File: config.mk
export PLATFORM = sky130hd
export DESIGN_NAME = lfclk_select
export DESIGN_NICKNAME = d
export VERILOG_FILES = /design/src/rtl/lfclk_select.sv
export SDC_FILE = /design/constraint.sdc
export NUM_CORES = 1
export LEC_CHECK = 0
export ABC_CLOCK_PERIOD_IN_PS = 2100
export CORE_ASPECT_RATIO = 1.75
export CORE_UTILIZATION = 55
export CTS_BUF_LIST = sky130_fd_sc_hd__clkbuf_16
export DETAILED_ROUTE_END_ITERATION = 8
export GPL_TIMING_DRIVEN = 1
export PLACE_DENSITY = 0.72
export SETUP_SLACK_MARGIN = 0.15
export SLEW_MARGIN = 25
export SYNTH_ARGS = -nofsm -noshare
export SYNTH_HDL_FRONTEND = slang
export SYNTH_SLANG_ARGS = --single-unit
File: constraint.sdc
create_clock -name clk -period 2.1 [get_ports clk]
set_input_delay 0.525 -clock clk [delete_from_list [all_inputs] [get_ports clk]]
set_output_delay 0.525 -clock clk [all_outputs]
set_load 0.005 [all_outputs]
File: src/rtl/lfclk_select.sv
module lfclk_select #(
  parameter int unsigned CLK_HZ     = 48_000_000,
  parameter int unsigned TICK_HZ    = 32_768,
  parameter int unsigned MISS_CYC   = 2048,
  parameter int unsigned GOOD_EDGES = 4,
  parameter int unsigned SETTLE_CYC = 4800
) (
  input  logic       clk,
  input  logic       rst_n,
  input  logic       cfg_en32k,
  input  logic       cfg_xtal_sel,
  input  logic       susclk_in,
  input  logic       xtal_in,
  output logic       tick_o,
  output logic       level_o,
  output logic [1:0] src_o,
  output logic       ready_o
);
  localparam int unsigned AW   = $clog2(CLK_HZ + TICK_HZ);
  localparam int unsigned HALF = CLK_HZ / (2 * TICK_HZ);
  localparam int unsigned GW   = $clog2(MISS_CYC + 1);
  localparam int unsigned EW   = $clog2(GOOD_EDGES + 1);
  localparam int unsigned SW   = $clog2(SETTLE_CYC + 1);
  localparam int unsigned HW   = $clog2(HALF + 1);

  localparam logic [AW-1:0] PH_STEP = AW'(TICK_HZ);
  localparam logic [AW-1:0] PH_LIM  = AW'(CLK_HZ - TICK_HZ);
  localparam logic [GW-1:0] GAP_MAX = GW'(MISS_CYC);
  localparam logic [GW-1:0] GAP_END = GW'(MISS_CYC - 1);
  localparam logic [EW-1:0] GOOD_N  = EW'(GOOD_EDGES);
  localparam logic [EW-1:0] GOOD_L  = EW'(GOOD_EDGES - 1);
  localparam logic [SW-1:0] SET_END = SW'(SETTLE_CYC - 1);
  localparam logic [HW-1:0] HOLD    = HW'(HALF);

  localparam logic [1:0] S_INT = 2'b00;
  localparam logic [1:0] S_SUS = 2'b01;
  localparam logic [1:0] S_XTL = 2'b10;

  logic [1:0] pin_raw, pin_edge, pin_live;
  assign pin_raw = {xtal_in, susclk_in};

  for (genvar i = 0; i < 2; i++) begin : g_det
    logic [2:0]    sh;
    logic [GW-1:0] gap;
    logic [EW-1:0] good;
    logic          live;
    logic          edge_w;

    assign edge_w      = sh[1] & ~sh[2];
    assign pin_edge[i] = edge_w;
    assign pin_live[i] = live;

    always_ff @(posedge clk or negedge rst_n) begin
      if (!rst_n) begin
        sh   <= '0;
        gap  <= GAP_MAX;
        good <= '0;
        live <= 1'b0;
      end else begin
        sh <= {sh[1:0], pin_raw[i]};
        if (edge_w) begin
          gap <= '0;
          if (gap < GAP_MAX) begin
            if (good != GOOD_N) good <= good + 1'b1;
            if (good >= GOOD_L) live <= 1'b1;
          end else begin
            good <= EW'(1);
          end
        end else if (gap != GAP_MAX) begin
          gap <= gap + 1'b1;
          if (gap == GAP_END) begin
            live <= 1'b0;
            good <= '0;
          end
        end
      end
    end
  end

  logic [AW-1:0] phase;
  logic          int_tick;
  assign int_tick = phase >= PH_LIM;

  always_ff @(posedge clk or negedge rst_n) begin
    if (!rst_n)        phase <= '0;
    else if (int_tick) phase <= phase - PH_LIM;
    else               phase <= phase + PH_STEP;
  end

  logic [1:0]    src_q, want, cand;
  logic          raw_tick, cur_dead, do_switch, tick_d;
  logic [HW-1:0] hold;
  logic [SW-1:0] settle;
  logic          rdy;

  assign want = !cfg_en32k ? S_INT : (cfg_xtal_sel ? S_XTL : S_SUS);
  assign cand = ((want == S_SUS && !pin_live[0]) || (want == S_XTL && !pin_live[1]))
                ? S_INT : want;

  always_comb begin
    case (src_q)
      S_SUS:   raw_tick = pin_edge[0];
      S_XTL:   raw_tick = pin_edge[1];
      default: raw_tick = int_tick;
    endcase
  end

  assign cur_dead  = (src_q == S_SUS && !pin_live[0]) || (src_q == S_XTL && !pin_live[1]);
  assign do_switch = (cand != src_q) && (raw_tick || cur_dead);
  assign tick_d    = raw_tick && (hold == '0);

  always_ff @(posedge clk or negedge rst_n) begin
    if (!rst_n) begin
      src_q  <= S_INT;
      tick_o <= 1'b0;
      hold   <= '0;
      settle <= '0;
      rdy    <= 1'b0;
    end else begin
      tick_o <= tick_d;
      if (tick_d)           hold <= HOLD;
      else if (hold != '0)  hold <= hold - 1'b1;
      if (do_switch) begin
        src_q  <= cand;
        settle <= '0;
        rdy    <= 1'b0;
      end else if (!rdy) begin
        if (settle == SET_END) rdy <= 1'b1;
        else                   settle <= settle + 1'b1;
      end
    end
  end

  assign level_o = hold != '0;
  assign src_o   = src_q;
  assign ready_o = rdy;
endmodule

==> impl_metrics.py, run 1 <==
metrics = {
    "final_layout": {
        "multiInputGateArea_um2": 2110,
        "drive_above_1_share": 0.136,
        "layout.nets": 472,
        "area_delta_synth_final_pct": 14.8,
        "regArea_um2": 2030,
        "nFillCells": 612,
        "finalCoreUtilization": 0.652,
        "final_area_um2": 4900,
        "fin_cells": 543,
        "antenna_cells": 0,
    },
    "status": {
        "status": "completed",
    },
    "synthesis": {
        "synth-main-ff-cell": "dfrtp_1",
        "netlist_instances": 423,
        "yosys.area.top_type": "dfrtp_1",
        "synth_top_area_frac": 0.463,
        "synth_nets": 445,
        "yosysUniqueCellTypes": 61,
        "synthAdderAreaFrac": 0.0469,
        "ys_seq_area_frac": 0.476,
        "synth_edf_count": 0,
        "syn-cell-area_um2": 4270,
        "synth.avg_cell_area_um2": 10.1,
        "ys_top_cells_by_area": "dfrtp_1 46%, xnor2_1 5.1%, ha_1 4.7%, xor2_1 4.5%, nor2_1 4.4%",
        "yosysMostFrequentCell": "dfrtp_1",
        "async_reset_ff_frac": 1.00,
        "synthSimpleGateAreaFrac": 0.205,
        "ys_ff_latch": 81,
        "synthXorXnorAreaFrac": 0.0965,
        "synthTopCellsByCount": "79 x dfrtp_1, 50 x nor2_1, 30 x nand2_1",
        "synth_top_family_by_area": "simple AND/OR/NAND/NOR gates",
        "synth-compound-area-share": 0.116,
        "muxShareOfSynthArea": 0.0202,
        "ys_warn_count": 0,
    },
    "hold_path": {
        "hold_path.class": "in2async",
    },
    "cts": {
        "cts_tree": "built",
        "worstSkewPairLatency_ps": 340,
        "numCtsBuffers": 9,
        "htreeDepth": 3,
        "clk_pin_slew_worst_paths_ps": 60,
        "hold_buffers": 0,
        "clock_path_buffers": 2,
        "root_buffer": "clkbuf_16",
        "cts_sinks": 81,
    },
    "place": {
        "dp.cells": 519,
        "preCtsSetupSlack_ps": -14.3,
        "place.gp.congestion": 0.797,
        "place_area_um2": 4490,
        "dp_hpwl_mm": 5.47,
        "portBuffers": 10,
    },
    "drt": {
        "wl_per_cell_um": 14.4,
        "first_pass_iters": 4,
        "ant_nets": 0,
        "drt-total-wl_mm": 7.80,
        "drt_iter0_drc": 166,
        "vias": 3134,
        "drc": 0,
        "via_per_inst": 5.77,
    },
    "setup_path": {
        "cp-start-kind": "flip-flop",
        "regToRegStartpoint": "phase[15]$_DFF_PN0_",
        "cp-end-kind": "output pin",
        "arrival_ps": 1540,
        "setup.worst_path.start": "hold[1]$_DFFE_PN0P_",
        "rrSetupSlack_ps": 240,
        "r2r_end": "phase[23]$_DFF_PN0_",
        "worstSetupPathType": "reg2out",
        "crit_required_ps": 1570,
        "rr_worst_depth": 6,
        "worst-path-max-fanout": 3,
    },
    "sta": {
        "clock_skew_ps": 4.88,
        "worst-slew-pin-transition_ps": 420,
        "rsz0062_at_grt": "yes",
        "slew_violations": 0,
        "setup_tns_ps": 0,
        "hold_viol": 0,
        "worst_slew_margin_rel": 0.719,
        "whs_ps": 87.7,
        "period_share": 0.984,
        "fmax_mhz": 484,
        "setup_slack_ps": 33.5,
        "finalSetupViolCount": 0,
        "fin_crit_ps": 2070,
    },
    "run": {
        "max-cap-violations": 0,
    },
    "die": {
        "ios": 11,
        "fp.dieW_um": 68.6,
        "fp.dieArea_um2": 8130,
        "dieHeight_um": 119,
        "rows": 42,
        "core_um2": 7510,
        "initial_utilization": 0.568,
    },
    "power_and_ir_drop": {
        "vdd_drop_max_mv": 0.710,
        "powerDensity_nw_per_um2": 1030,
        "power_mw": 5.02,
        "leakage_nw": 2.24,
    },
    "global_routing": {
        "grt_pass1_vias": 3177,
        "antenna_found_initial": 0,
        "grtUsageTotal": 0.221,
        "grt_first_pass_wirelength_mm": 13.5,
        "grt_max_degree": 36,
        "grt_overflow": 0,
    },
}
## layout by cell type, fill, tap and decap left out, types with 5 or more instances in the layout
master            n
or3_1             5
xnor2_1          25
nor3_1           12
clkbuf_16         9
nand3_1          15
nor2_2            5
nor2_1           50
nand2_1          30
mux2i_1           6
nand4_1          11
a21oi_1          19
ha_1             14
xor2_1           22
o211ai_1          5
clkdlybuf4s50_1   8
dfrtp_1          79
o21ai_0          18
buf_4            17
inv_1            20
## worst max path at each step
stage,slack (ps),end,cells past startpoint
final,30,level_o,6
after global routing,-40,level_o,6
after CTS,70,level_o,6
after detailed placement,-10,settle[7]$_DFFE_PN0P_,7
after global placement,70,settle[1]$_DFFE_PN0P_,7
after floorplan,220,level_o,6
## cells by family after synthesis
group                    Yosys count
multiplexers                       8
flip-flops                        81
XOR/XNOR                          47
AND/OR/NAND/NOR                  165
AO/OA/AOI/OAI                     72
adder cells (fa/ha/maj)           16
buffers and inverters             34
## timing repair
action	CTS	global route
setup endpoints to repair	1	20
resized for setup	11	3
pin swaps	2	1
buffers inserted	3	5
## metal layers
metal | vias to the layer above | global-route usage | wire length, um
met4 | 0 | 0.124 | 195
li1 | 1540 | - | -
met5 | - | 0 | 0
met3 | 14 | 0.0434 | 150
met1 | 1557 | 0.238 | 3170
met2 | 23 | 0.383 | 4280
## worst max-delay path: stages, from the launching register on
cell and delay, ps:
dfrtp_1 390, inv_2 70, ha_4 140, nor3b_4 220
and3_4 220, inv_2 40, buf_2 110
## cell type report
cell class | count | area share
clock buffer | 9 | 0.0460
timing repair buffer | 28 | 0.0516
inverter | 22 | 0.0169
clock inverter | 7 | 0.0176
sequential | 81 | 0.414
multi-input combinational | 308 | 0.431
tap | 88 | 0.0225
## sequential cells by signal (all words and copies together), names as in the netlist
register    cells
phase          16
g_det.live      2
g_det.good      6
g_det.sh        6
tick_o          1
settle         13
hold           10
src_o           2
g_det.gap      24
ready_o         1
## report_power, final
group	leakage, nW	internal (mW)	switching (mW)	total [mW]
registers	1.04	1.84	0.296	2.13
logic	1.04	0.633	0.639	1.27
clock network	0.158	1.03	0.592	1.62
Power figures use the tool's default switching activity.
==> inputs of run 2 (changes only) <==
- ABC_CLOCK_PERIOD_IN_PS: 2100 -> default
- CORE_MARGIN: default -> 2
==> impl_metrics.py, run 2 (synthesized netlist as in run 1, its figures left out) <==
metrics = {
    "status": {
        "status": "completed",
    },
    "run": {
        "max-cap-violations": 0,
    },
    "die": {
        "rows": 42,
        "fp.dieArea_um2": 8510,
        "fp.dieW_um": 70.6,
        "core_um2": 7570,
        "ios": 11,
        "initial_utilization": 0.564,
        "dieHeight_um": 121,
    },
    "sta": {
        "worst-slew-pin-transition_ps": 341,
        "slew_violations": 0,
        "finalSetupViolCount": 0,
        "worst_slew_margin_rel": 0.769,
        "fin_crit_ps": 2030,
        "fmax_mhz": 493,
        "rsz0062_at_grt": "yes",
        "hold_viol": 0,
        "clock_skew_ps": 3.97,
        "period_share": 0.965,
    },
    "cts": {
        "cts_sinks": 81,
        "hold_buffers": 0,
        "clk_pin_slew_worst_paths_ps": 60,
        "htreeDepth": 3,
        "root_buffer": "clkbuf_16",
        "cts_tree": "built",
        "numCtsBuffers": 9,
        "worstSkewPairLatency_ps": 330,
        "clock_path_buffers": 2,
    },
    "global_routing": {
        "grt_first_pass_wirelength_mm": 14.6,
        "grt_pass1_vias": 3197,
        "antenna_found_initial": 0,
        "grt_max_degree": 41,
        "grt_overflow": 0,
        "grtUsageTotal": 0.216,
    },
    "drt": {
        "first_pass_iters": 5,
        "drc": 0,
        "vias": 3174,
        "via_per_inst": 5.79,
        "drt-total-wl_mm": 8.33,
        "wl_per_cell_um": 15.2,
        "drt_iter0_drc": 169,
        "ant_nets": 0,
    },
    "final_layout": {
        "nFillCells": 623,
        "layout.nets": 477,
        "finalCoreUtilization": 0.654,
        "regArea_um2": 2030,
        "area_delta_synth_final_pct": 16.0,
        "multiInputGateArea_um2": 2150,
        "final_cell_mix": "78 x dfrtp_1, 50 x nor2_1, 30 x nand2_1",
        "drive_above_1_share": 0.161,
        "largest_reg_flops": 24,
        "fin_cells": 548,
        "antenna_cells": 0,
        "final_common_cell": "dfrtp_1",
        "reg_top3": "g_det.gap (24), phase (16), settle (13)",
        "top_register": "g_det.gap",
        "final_area_um2": 4950,
    },
    "hold_path": {
        "hold_path.class": "in2async",
    },
    "setup_path": {
        "cp-start-kind": "flip-flop",
        "cp_num_buf_inv": 3,
        "crit_chain": "inv_2 -> ha_4 -> nor3b_4 -> and3_4 -> inv_2 -> buf_2",
        "crit_top_cell": "inv_2",
        "crit_path_max_incr_delay_ps": 390,
        "cp-end-kind": "output pin",
        "cpLargestDelayFamily": "simple AND/OR/NAND/NOR gates",
        "slowest_stage": "dfrtp_1",
        "arrival_ps": 1500,
        "worst-path-max-fanout": 2,
        "crit_required_ps": 1570,
        "worstSetupPathType": "reg2out",
    },
    "power_and_ir_drop": {
        "powerDensity_nw_per_um2": 1010,
        "vdd_drop_max_mv": 0.486,
        "leakage_nw": 2.25,
    },
    "place": {
        "portBuffers": 10,
        "dp.cells": 520,
        "dp_hpwl_mm": 5.65,
        "place.gp.congestion": 0.835,
        "place_area_um2": 4500,
    },
}
## run 2: cell types whose count changed in the layout (fill, tap and decap cells not counted), sizes merged
cell,change
clkinvlp,+1
inv,-1
buf,+5
clkinv,+1
bufinv,-1
## run 2: worst register-to-register path: cells and delay by family, from the launching register on
kind | cells | cell delay, ps
AND/OR/NAND/NOR | 2 | 510
flip-flops | 1 | 410
XOR/XNOR | 1 | 130
AO/OA/AOI/OAI | 2 | 480
adder cells (fa/ha/maj) | 1 | 220
## run 2: worst paths after layout
check                                               from                            to  slack [ps]  depth (start not counted)
worst max register to register       phase[15]$_DFF_PN0_           phase[23]$_DFF_PN0_         240                          6
min in group clk                g_det[1].sh[0]$_DFF_PN0_      g_det[1].sh[1]$_DFF_PN0_         350                          0
worst min register to register  g_det[1].sh[0]$_DFF_PN0_      g_det[1].sh[1]$_DFF_PN0_         350                          0
worst min-delay path                               rst_n  g_det[0].good[0]$_DFFE_PN0P_          80                          1
max in group asynchronous                          rst_n  g_det[1].gap[11]$_DFFE_PN1P_        1400                          2
worst max-delay path                 hold[0]$_DFFE_PN0P_                       level_o          70                          6
## run 2: layout make-up
cell class / count / share of cell area
Inverter: 22 / 0.0167
Clock buffer: 9 / 0.0455
Timing Repair Buffer: 33 / 0.0586
Clock inverter: 7 / 0.0124
Sequential cell: 81 / 0.410
Tap cell: 88 / 0.0222
Multi-Input combinational cell: 308 / 0.435
## run 2: metrics by stage
stage	TNS (ps)	total power [mW]	setup slack, ps	hold slack [ps]
final	0	5.01	73.3	81.8
after global routing	0	5.34	26.5	96.2
after CTS	0	4.97	88.4	79.8
after detailed placement	-4.81	3.36	-3.57	335
after global placement	0	3.28	74.7	334
after floorplan	0	2.95	223	229
## run 2: where the power goes
part / internal (mW) / total [mW] / leakage (nW) / switching [mW]
logic: 0.673 / 1.36 / 1.07 / 0.688
clock network: 0.907 / 1.50 / 0.142 / 0.592
registers: 1.84 / 2.15 / 1.04 / 0.315
## run 2: routing by layer
| layer | up-vias | part of all wire | GRT usage |
|---|---|---|---|
| li1 | 1558 | - | - |
| met1 | 1574 | 0.40 | 0.252 |
| met2 | 34 | 0.56 | 0.384 |
| met3 | 8 | 0.020 | 0.0442 |
| met4 | 0 | 0.012 | 0.0873 |
| met5 | - | 0 | 0 |
## run 2: timing repair
| item | in CTS | in global routing |
|---|---|---|
| endpoints found under the setup margin | 1 | 25 |
| endpoints found under the hold margin | 0 | 0 |
| pin swaps | 1 | 3 |
| buffers inserted | 3 | 9 |
| gates resized for setup | 10 | 11 |
